<file path="src/rtl/gpio_pkg.sv">
package gpio_pkg;

    localparam int PINS   = 32;
    localparam int HALF   = PINS / 2;
    localparam int ADDR_W = 6;
    localparam int MAP_SZ = 32;

    localparam logic [ADDR_W-1:0] OFF_DATA   = 6'h00;
    localparam logic [ADDR_W-1:0] OFF_DIR    = 6'h04;
    localparam logic [ADDR_W-1:0] OFF_PAD    = 6'h08;
    localparam logic [ADDR_W-1:0] OFF_CFG_LO = 6'h0C;
    localparam logic [ADDR_W-1:0] OFF_CFG_HI = 6'h10;
    localparam logic [ADDR_W-1:0] OFF_MASK   = 6'h14;
    localparam logic [ADDR_W-1:0] OFF_FLAG   = 6'h18;
    localparam logic [ADDR_W-1:0] OFF_ANY    = 6'h1C;

    typedef logic [PINS-1:0] pinvec_t;

    typedef enum logic [1:0] {
        SENSE_LOW  = 2'b00,
        SENSE_HIGH = 2'b01,
        SENSE_RISE = 2'b10,
        SENSE_FALL = 2'b11
    } sense_t;

    typedef enum logic [3:0] {
        REG_DATA   = 4'd0,
        REG_DIR    = 4'd1,
        REG_PAD    = 4'd2,
        REG_CFG_LO = 4'd3,
        REG_CFG_HI = 4'd4,
        REG_MASK   = 4'd5,
        REG_FLAG   = 4'd6,
        REG_ANY    = 4'd7,
        REG_NONE   = 4'd8
    } reg_sel_t;

    typedef struct packed {
        pinvec_t             dir;
        pinvec_t             dout;
        logic [2*PINS-1:0]   cfg;
        pinvec_t             mask;
    } port_cfg_t;

    function automatic reg_sel_t decode_off(logic [ADDR_W-1:0] a);
        if (a[1:0] != 2'b00 || a >= ADDR_W'(MAP_SZ))
            return REG_NONE;
        return reg_sel_t'({1'b0, a[4:2]});
    endfunction

    function automatic logic sense_hit(sense_t code, logic now, logic prev);
        case (code)
            SENSE_LOW:  return ~now;
            SENSE_HIGH: return now;
            SENSE_RISE: return now & ~prev;
            default:    return ~now & prev;
        endcase
    endfunction

endpackage

</file>
<file path="src/rtl/gpio_sync.sv">
module gpio_sync #(
    parameter int W = 32
) (
    input  logic         clk,
    input  logic         rst,
    input  logic [W-1:0] d,
    output logic [W-1:0] q
);
    logic [W-1:0] stage1;

    always_ff @(posedge clk) begin
        if (rst) begin
            stage1 <= '0;
            q      <= '0;
        end else begin
            stage1 <= d;
            q      <= stage1;
        end
    end
endmodule

</file>
<file path="src/rtl/gpio_detect.sv">
module gpio_detect
    import gpio_pkg::*;
#(
    parameter int N = 32
) (
    input  logic [N-1:0]   now,
    input  logic [N-1:0]   prev,
    input  logic [N-1:0]   dir,
    input  logic [N-1:0]   any_edge,
    input  logic [2*N-1:0] cfg,
    output logic [N-1:0]   hit
);
    for (genvar i = 0; i < N; i++) begin : g_pin
        logic by_code;
        assign by_code = sense_hit(sense_t'(cfg[2*i +: 2]), now[i], prev[i]);
        assign hit[i]  = dir[i]      ? 1'b0 :
                         any_edge[i] ? (now[i] ^ prev[i]) :
                                       by_code;
    end
endmodule

</file>
<file path="src/rtl/gpio_irq_merge.sv">
module gpio_irq_merge #(
    parameter int N     = 32,
    parameter bit SPLIT = 1'b0
) (
    input  logic [N-1:0] flags,
    input  logic [N-1:0] mask,
    output logic [1:0]   irq
);
    localparam int H = N / 2;
    logic [N-1:0] pend;

    assign pend = flags & mask;

    if (SPLIT) begin : g_split
        assign irq = {|pend[N-1:H], |pend[H-1:0]};
    end else begin : g_single
        assign irq = {1'b0, |pend};
    end
endmodule

</file>
<file path="src/rtl/gpio_irq_port.sv">
module gpio_irq_port
    import gpio_pkg::*;
#(
    parameter bit HAS_ANY_EDGE = 1'b1,
    parameter bit SPLIT_IRQ    = 1'b0
) (
    input  logic              clk,
    input  logic              rst,
    input  logic              bus_wr,
    input  logic              bus_rd,
    input  logic [ADDR_W-1:0] bus_addr,
    input  logic [PINS-1:0]   bus_wdata,
    output logic [PINS-1:0]   bus_rdata,
    input  logic [PINS-1:0]   pad_in,
    output logic [PINS-1:0]   pad_out,
    output logic [PINS-1:0]   pad_oe,
    output logic [1:0]        irq
);
    port_cfg_t cfg_q;
    pinvec_t   pad_s, psr_q, isr_q, any_q, hit, clr, rd_mux;
    reg_sel_t  sel;

    assign sel = decode_off(bus_addr);
    assign clr = (bus_wr && sel == REG_FLAG) ? bus_wdata : '0;

    gpio_sync #(.W(PINS)) u_sync (
        .clk (clk),
        .rst (rst),
        .d   (pad_in),
        .q   (pad_s)
    );

    gpio_detect #(.N(PINS)) u_detect (
        .now      (pad_s),
        .prev     (psr_q),
        .dir      (cfg_q.dir),
        .any_edge (any_q),
        .cfg      (cfg_q.cfg),
        .hit      (hit)
    );

    gpio_irq_merge #(.N(PINS), .SPLIT(SPLIT_IRQ)) u_merge (
        .flags (isr_q),
        .mask  (cfg_q.mask),
        .irq   (irq)
    );

    if (HAS_ANY_EDGE) begin : g_any
        always_ff @(posedge clk) begin
            if (rst)
                any_q <= '0;
            else if (bus_wr && sel == REG_ANY)
                any_q <= bus_wdata;
        end
    end else begin : g_no_any
        assign any_q = '0;
    end

    always_comb begin
        case (sel)
            REG_DATA:   rd_mux = (cfg_q.dout & cfg_q.dir) | (psr_q & ~cfg_q.dir);
            REG_DIR:    rd_mux = cfg_q.dir;
            REG_PAD:    rd_mux = psr_q & ~cfg_q.dir;
            REG_CFG_LO: rd_mux = cfg_q.cfg[PINS-1:0];
            REG_CFG_HI: rd_mux = cfg_q.cfg[2*PINS-1:PINS];
            REG_MASK:   rd_mux = cfg_q.mask;
            REG_FLAG:   rd_mux = isr_q;
            REG_ANY:    rd_mux = any_q;
            default:    rd_mux = '0;
        endcase
    end

    always_ff @(posedge clk) begin
        if (rst) begin
            cfg_q     <= '0;
            psr_q     <= '0;
            isr_q     <= '0;
            bus_rdata <= '0;
        end else begin
            psr_q <= pad_s;
            isr_q <= (isr_q & ~clr) | hit;
            if (bus_rd)
                bus_rdata <= rd_mux;
            if (bus_wr) begin
                case (sel)
                    REG_DATA:   cfg_q.dout <= bus_wdata;
                    REG_DIR:    cfg_q.dir  <= bus_wdata;
                    REG_CFG_LO: cfg_q.cfg[PINS-1:0]      <= bus_wdata;
                    REG_CFG_HI: cfg_q.cfg[2*PINS-1:PINS] <= bus_wdata;
                    REG_MASK:   cfg_q.mask <= bus_wdata;
                    default:    ;
                endcase
            end
        end
    end

    assign pad_out = cfg_q.dout;
    assign pad_oe  = cfg_q.dir;
endmodule

</file>
<file path="config.mk">
export PLATFORM = sky130hd
export DESIGN_NAME = gpio_irq_port
export DESIGN_NICKNAME = d
export VERILOG_FILES = /design/src/rtl/gpio_pkg.sv /design/src/rtl/gpio_sync.sv /design/src/rtl/gpio_detect.sv /design/src/rtl/gpio_irq_merge.sv /design/src/rtl/gpio_irq_port.sv
export SDC_FILE = /design/constraint.sdc
export NUM_CORES = 1
export LEC_CHECK = 0
export ABC_CLOCK_PERIOD_IN_PS = 2600
export BUFFER_PORTS_ARGS = -buffer_cell sky130_fd_sc_hd__buf_2
export CAP_MARGIN = 5
export CORE_AREA = 2 2 190 379
export DETAILED_ROUTE_END_ITERATION = 12
export DIE_AREA = 0 0 192 381
export SETUP_SLACK_MARGIN = 0.4
export SYNTH_ARGS = -nofsm -noshare
export SYNTH_HDL_FRONTEND = slang
export SYNTH_SLANG_ARGS = --single-unit
</file>
<file path="constraint.sdc">
create_clock -name clk -period 2.6 [get_ports clk]
set_input_delay 0.26 -clock clk [delete_from_list [all_inputs] [get_ports clk]]
set_output_delay 0.26 -clock clk [all_outputs]
set_load 0.01 [all_outputs]
</file>
; After elaboration in Yosys (flattened, before gate mapping)
; Cells that the tools add are included.
[op_classes]
order_cmp = 1
eq_ne = 71
mux = 101
bitwise_logic = 168
n_reduce_logical = 43
[op_table]
columns = cell, n
row1 = $pmux W32 S8, 1
row2 = $and A32 B32 Y32, 4
row3 = $pmux W1 S3, 32
row4 = $mux W1, 65
row5 = $and A1 B1 Y1, 64
row6 = $eq A2 B1 Y1 const B, 32
row7 = $eq A2 B2 Y1 const B, 32
row8 = $logic_not A2 Y1, 32
row9 = $not A1 Y1, 64
row10 = $not A32 Y32, 2
row11 = $or A32 B32 Y32, 2
row12 = $mux W32, 1
row13 = $reduce_or A32 Y1, 1
row14 = $xor A1 B1 Y1, 32
row15 = $eq A4 B3 Y1 const B, 4
row16 = $reduce_and A2 Y1, 5
row17 = $eq A4 B2 Y1 const B, 2
row18 = $mux W4, 2
row19 = $ge A6 B6 Y1 const B, 1
row20 = $eq A4 B1 Y1 const B, 1
row21 = $logic_not A4 Y1, 1
row22 = $logic_and A1 B1 Y1, 2
row23 = $reduce_bool A2 Y1, 1
row24 = $logic_or A1 B1 Y1, 1
[totals]
reg_bits = 352
input_bits = 74
output_inout_bits = 98
wordCells = 395

; Depth between registers and ports, before layout
; Gate-level depths: netlist of the first run.
[depth]
word_depth = 10
depth_mapped = 8
mapped_depth_nobuf = 6

; By module
; Synthesis of the first run repeated with hierarchy kept, for this count alone.
[hier_totals]
cells_unflattened = 1977
area_unflattened_um2 = 16592.2
[by_module_without_submodules]
columns = module, n_inst, cells_each, area_per_inst_um2, seq_area_each_um2
row1 = gpio_irq_port, 1, 1530, 12132.9, 5765.5
row2 = gpio_detect, 1, 289, 2372.3, 0.0
row3 = gpio_sync, 1, 135, 1918.1, 1281.2
row4 = gpio_irq_merge, 1, 23, 168.9, 0.0

; Least setup slack after synthesis of the first run
; No wires, ideal clock.
[synth_path]
path_kind = input port to flip-flop
start = in bus_addr[5]
end = reg cfg_q[33] (netlist name)
setup_ps = 132
arrival_ps = 1734
t_required_ps = 2468
setup_slack_ps = 733
path_stages = 8
path_cell_list = buf_2 or4b_4 nor2b_2 buf_2 nand2_1 buf_2 nand2_1 a21oi_1
[synth_between]
elab_chain_len = 6
[synth_rtl]
columns = item, line_no
row1 = start: declaration, gpio_irq_port.sv:11  ; input logic [ADDR_W-1:0] bus_addr,
row2 = $ge A6 B6 Y1, gpio_pkg.sv:46  ; if (a[1:0] != 2'b00 || a >= ADDR_W'(MAP_SZ))
row3 = $logic_or A1 B1 Y1, gpio_pkg.sv:46
row4 = $mux W1, gpio_pkg.sv:46
row5 = $mux W4, gpio_pkg.sv:48  ; return reg_sel_t'({1'b0, a[4:2]});
row6 = $eq A4 B2 Y1, gpio_irq_port.sv:85  ; case (sel)
row7 = $reduce_and A2 Y1 (no source line), -
; No other way between the ends.
; A chain may end at the register's enable or synchronous reset.

; Final worst setup path of the first run
[layout_path]
start = reg cfg_q[30] (netlist name)
end = out irq[0]
[layout_between]
elab_chain_len = 2
[layout_rtl]
columns = item, line_no
row1 = $and A32 B32 Y32, gpio_irq_merge.sv:12  ; assign pend = flags & mask;
row2 = $reduce_or A32 Y1, gpio_irq_merge.sv:17  ; assign irq = {1'b0, |pend};
row3 = end: declaration, gpio_irq_port.sv:17  ; output logic [1:0] irq
; No other way between the ends.

==> flow_summary.json, run 1 <==
{
  "final_util_pct": 27.4,
  "portBuffers": 170,
  "min_to": "u_sync.stage1[23]$_SDFF_PP0_",
  "period_share_pct": 86.5,
  "synth_most_common_cell": "nand2_1",
  "p_per_area_mw_per_mm2": 631,
  "path_class": "reg2out",
  "synth_common_cells": "nand2_1 (443), dfxtp_1 (352), a21oi_1 (304)",
  "crit_chain": "a22oi_2, nand4_1, or4_4, buf_6",
  "synth-edff-count": 0,
  "tns_ns": 0,
  "crit_required_ns": 2.34,
  "post_drt_wl_per_cell_um": 20.0,
  "clockBufferDepth": 3,
  "grt_pass1_wl_um": 89200,
  "min_from": "pad_in[23]",
  "slew_viol_final": 0,
  "dr.pass1.iters": 6,
  "cts_root_buffer": "clkbuf_16",
  "post-synth-top-area-cell": "dfxtp_1",
  "layout.nets": 2224,
  "synth_top_family_by_area": "compound AO/OA/AOI/OAI gates",
  "min_period_ns": 2.25,
  "timing.rr.start": "cfg_q[65]$_SDFFE_PP0P_",
  "dieArea_mm2": 0.0732,
  "die_y_um": 381,
  "hold_path_class": "in2reg",
  "synth-compound-area-share_pct": 21.1,
  "hold_viol": 5,
  "r2r_slack_ns": 0.98,
  "viasPerCell": 4.97,
  "synth_area_leaders": "dfxtp_1 (44%), nand2_1 (10%), a21oi_1 (9.5%), ha_1 (5.0%), nor2b_1 (3.7%)",
  "rsz0062_at_grt": "true",
  "whs_ns": -0.0224,
  "dpl.hpwl_um": 41300,
  "syn_area_per_cell_um2": 8.11,
  "violations": "hold timing",
  "drtAntennaViolNets": 0,
  "leakagePower_nw": 6.88,
  "grt_max_degree": 118,
  "yosys.area_share.simple_pct": 19.1,
  "num_antenna_cells": 0,
  "grt_pass1_vias": 14000,
  "path_clk_slew_ns": 0.06,
  "synth-seq-area-share_pct": 43.8,
  "synth_top_area_share_pct": 43.8,
  "end_kind": "primary output",
  "gp_congestion": 0.873,
  "outcome": "finished, violations left",
  "htreeDepth": 2,
  "slowest_stage": "or4_4",
  "io_pins": 172,
  "numCtsBuffers": 39,
  "grt_antenna_before_repair": 1,
  "whs_path_depth": 2,
  "coreArea_mm2": 0.0704,
  "tightest_slew_ns": 0.861,
  "setup_violations": 0,
  "crit_fanout": 3,
  "fin_worst_skew_ns": 0.0133,
  "ir_drop_mv": 0.582,
  "max_cap_violations": 0,
  "rows": 138,
  "cts_tree": "built",
  "dr_total_vias": 15030,
  "synthAdderAreaFrac_pct": 4.98,
  "cpPeakStageDelay_ns": 0.55,
  "syn_inst": 1982,
  "syn-num-nets": 2120,
  "start_kind": "flop",
  "drtIter0Drc": 1543,
  "async_reset_ff_share_pct": 0,
  "ys_ff_latch": 352,
  "area_growth_pct": 20.0,
  "synth-xor-area-share_pct": 0.109,
  "slew_headroom_pct": 42.6,
  "synthMuxAreaShare_pct": 2.81,
  "cts.sinks": 352,
  "grt-ovfl-total": 0,
  "syn_area_mm2": 0.0161,
  "drt-total-wl_um": 60600,
  "ys_warn_count": 0,
  "worstSkewPairLatency_ns": 0.55,
  "drive_gt1_share_pct": 15.0,
  "r2r_end": "isr_q[16]$_SDFF_PP0_",
  "drc": 0,
  "synth-main-ff-cell": "dfxtp_1",
  "worstPathArrival_ns": 1.99,
  "initial_core_util_pct": 22.8,
  "max_freq_ghz": 0.445,
  "die_w_um": 192,
  "track_usage_pct": 16.1,
  "yosysUniqueCellTypes": 50,
  "r2r_cells": 4
}
[per-layer routing]
metal  track usage [%]  part of all wire (%)  up-vias
li1                  -                     -     6943
met1              22.7                    42     7062
met2              24.1                    42      914
met3              3.63                    12      109
met4              5.34                   3.5        2
met5                 0                 0.023        -
[critical path, delay by kind of cell (launching register included)]
kind                   cells  cell delay (ns)
and+or+nand+nor            2             0.69
AOI/OAI and AO/OA          1             0.26
buffers and inverters      1             0.15
DFF                        1             0.34
[stage by stage]
step	instance area, µm²	power, mW	std cells	hold slack, ns	setup slack, ns
6_report	19300	12.2	3024	-0.0224	0.352
5_1_grt	19300	12.6	3024	0.000432	0.339
4_1_cts	19300	12.2	3023	0.00431	0.373
3_5_place_dp	17600	6.40	2924	0.422	0.354
3_3_place_gp	17600	6.39	2924	0.419	0.423
2_1_floorplan	16100	6.07	1982	0.388	0.733
[worst max path at each step]
stage                     cells after the start              startpoint                        end
after floorplan                               8             bus_addr[5]     cfg_q[33]$_SDFFE_PP0P_
after global placement                        7             bus_addr[5]  bus_rdata[6]$_SDFFE_PP0P_
after detailed placement                      7             bus_addr[5]  bus_rdata[6]$_SDFFE_PP0P_
after CTS                                     4  cfg_q[22]$_SDFFE_PP0P_                     irq[0]
after global routing                          4  cfg_q[17]$_SDFFE_PP0P_                     irq[0]
final                                         4  cfg_q[30]$_SDFFE_PP0P_                     irq[0]
[cells in the final DEF, fill, tap and decap left out, types with 17 or more instances in the layout]
cell type and count:
a21oi_1 304, nand2_1 443, and3_1 19, clkbuf_16 41, o21ai_0 45, a22oi_1 24
dlygate4sd3_1 27, inv_1 79, ha_1 64, mux2i_1 44, a211oi_1 43, a222oi_1 19
buf_2 168, nor2b_1 95, o31ai_1 17, buf_4 43, dfxtp_1 340, nand3_1 18
nor2_1 81
[state kept, by name, summed over array words and instances, names as in the netlist]
register       flops
isr_q             32
u_sync.stage1     32
any_q             32
bus_rdata         32
psr_q             32
u_sync.q          32
pad_oe            32
cfg_q             96
pad_out           32
[what timing repair did]
action / 4_1_cts / 5_1_grt
endpoints found under the hold margin: 26 / 1
gates cloned: 0 / 0
hold buffers: 26 / 1
pin swaps: 8 / 3
setup buffers: 4 / 0
gates resized for setup: 21 / 1
setup endpoints to repair: 1 / 1
[logic make-up (layout without fill, tap and decap cells)]
kind of cell / after synthesis / in the layout
buffers and inverters: 268 / 400
AOI/OAI and AO/OA: 551 / 551
muxes: 45 / 45
other: 1 / 1
adders and majority gates: 64 / 64
and+or+nand+nor: 699 / 699
DFF: 352 / 352
xor gates and xnor gates: 2 / 2
[cell type report]
cell class	count	area [µm²]
Clock buffer	59	1190
Timing Repair Buffer	250	1660
Inverter	81	304
Fill cell	7611	51100
Clock inverter	10	153
Multi-Input combinational cell	1362	7790
Sequential cell	352	7060
Tap cell	910	1140
[power breakdown]
group	total, mW	internal (mW)	switching, mW
Combinational	0.708	0.267	0.441
Clock	5.84	3.56	2.28
Sequential	5.63	5.52	0.119
Power figures use the tool's default switching activity.
==> run 2: changes to the inputs <==
Settings changed: ABC_CLOCK_PERIOD_IN_PS 2600 to 1900.
Clock period 2.6 ns to 1.9 ns, I/O delays scaled along.
==> flow_summary.json, run 2 (synthesis results as in run 1) <==
{
  "htreeDepth": 2,
  "final_common_cell": "nand2_1",
  "dieArea_mm2": 0.0732,
  "layout.cells.non_filler": 3098,
  "crit_fanout": 3,
  "worstPathArrival_ns": 2.05,
  "setup_violations": 1,
  "r2r_slack_ns": 0.46,
  "ir_drop_mv": 0.644,
  "hold_path_class": "in2reg",
  "max_cap_violations": 0,
  "dpl_cell_area_mm2": 0.0181,
  "portBuffers": 170,
  "gp_congestion": 0.880,
  "drive_gt1_share_pct": 17.2,
  "viasPerCell": 4.99,
  "start_kind": "flop",
  "p_per_area_mw_per_mm2": 816,
  "period_share_pct": 118,
  "coreArea_mm2": 0.0704,
  "r2r_cells": 6,
  "leakagePower_nw": 7.27,
  "die_y_um": 381,
  "place_inst": 2962,
  "post_drt_wl_per_cell_um": 20.0,
  "drtIter0Drc": 1731,
  "setup_slack_ns": -0.338,
  "cts.sinks": 352,
  "r2r_end": "isr_q[18]$_SDFF_PP0_",
  "clockBufferDepth": 3,
  "whs_path_depth": 3,
  "end_kind": "primary output",
  "rows": 138,
  "drt-total-wl_um": 61800,
  "dr_total_vias": 15455,
  "min_period_ns": 2.24,
  "grt-ovfl-total": 0,
  "track_usage_pct": 16.5,
  "path_class": "reg2out",
  "violations": "setup timing",
  "path_clk_slew_ns": 0.06,
  "fin_worst_skew_ns": 0.0238,
  "dr.pass1.iters": 6,
  "drc": 0,
  "die_w_um": 192,
  "area_growth_pct": 25.3,
  "grt_antenna_before_repair": 0,
  "initial_core_util_pct": 22.8,
  "largest_reg_flops": 96,
  "crit_required_ns": 1.71,
  "layout.cells.most_common_list": "nand2_1 (442), dfxtp_1 (325), a21oi_1 (303)",
  "min_to": "pad_out[21]$_SDFFE_PP0P_",
  "regMostFlops": "cfg_q",
  "grt_max_degree": 56,
  "layout.nets": 2299,
  "slew_viol_final": 0,
  "drtAntennaViolNets": 0,
  "timing.rr.start": "u_sync.q[18]$_SDFF_PP0_",
  "cts_root_buffer": "clkbuf_16",
  "min_from": "bus_wdata[21]",
  "cts_tree": "built",
  "numCtsBuffers": 40,
  "final_design_area_no_fill_mm2": 0.0201,
  "worstSkewPairLatency_ns": 0.56,
  "max_freq_ghz": 0.447,
  "outcome": "finished, violations left",
  "dpl.hpwl_um": 43100,
  "grt_pass1_vias": 14522,
  "io_pins": 172,
  "hold_viol": 0,
  "rsz0062_at_grt": "true",
  "grt_pass1_wl_um": 91400,
  "num_antenna_cells": 0
}
run 2: worst max path at each step:
stage                           start  slack [ns]                          to  depth (start not counted)
6_report         isr_q[22]$_SDFF_PP0_       -0.34                      irq[0]                          4
5_1_grt        cfg_q[20]$_SDFFE_PP0P_       -0.31                      irq[0]                          4
4_1_cts        cfg_q[20]$_SDFFE_PP0P_       -0.27                      irq[0]                          4
3_5_place_dp              bus_addr[3]       -0.06  bus_rdata[31]$_SDFFE_PP0P_                          7
3_3_place_gp              bus_addr[3]       -0.08   bus_rdata[6]$_SDFFE_PP0P_                          7
2_1_floorplan             bus_addr[3]        0.24   bus_rdata[3]$_SDFFE_PP0P_                          6
run 2: cell type report:
type / instances / area, µm²
Timing Repair Buffer: 324 / 2510
Clock buffer: 65 / 1260
Sequential cell: 352 / 7080
Inverter: 81 / 304
Fill cell: 7508 / 50300
Tap cell: 910 / 1140
Clock inverter: 4 / 20.0
Multi-Input combinational cell: 1362 / 7840
run 2: repair_timing:
action / 4_1_cts / 5_1_grt
endpoints found under the setup margin: 3 / 23
gates resized for setup: 22 / 21
pin swaps: 8 / 0
hold endpoints to repair: 218 / 0
buffers inserted: 2 / 1
hold buffers: 64 / 0
run 2: layer usage:
| layer | routed length (µm) | global-route usage (%) |
|---|---|---|
| met1 | 25800 | 22.6 |
| met2 | 26800 | 25.2 |
| met3 | 7090 | 3.70 |
| met4 | 2160 | 5.87 |
| met5 | 0 | 0 |
run 2: report_power, final:
part	leakage, nW	switching (mW)	total, mW	internal, mW
Combinational	3.77	0.626	1.09	0.469
Clock	0.633	3.14	7.63	4.49
Sequential	2.87	0.167	7.72	7.55
run 2: per-stage QoR:
stage	util, %	setup WS (ns)	hold slack, ns	setup TNS [ns]	total power [mW]
after global placement	25.7	-0.0778	0.398	-0.172	8.81
after detailed placement	25.7	-0.0622	0.403	-0.897	8.83
after global routing	28.6	-0.310	0.0324	-0.310	16.9
after floorplan	-	0.244	0.318	0	8.32
after CTS	28.5	-0.266	0.00652	-0.266	16.5
final	28.6	-0.338	0.0257	-0.338	16.4
run 2: worst max-delay path: stages, from the launching register on:
cell and delay [ns]:
dfxtp_1 0.36, a22oi_2 0.29, nand4_1 0.20, or4_4 0.50
buf_6 0.15
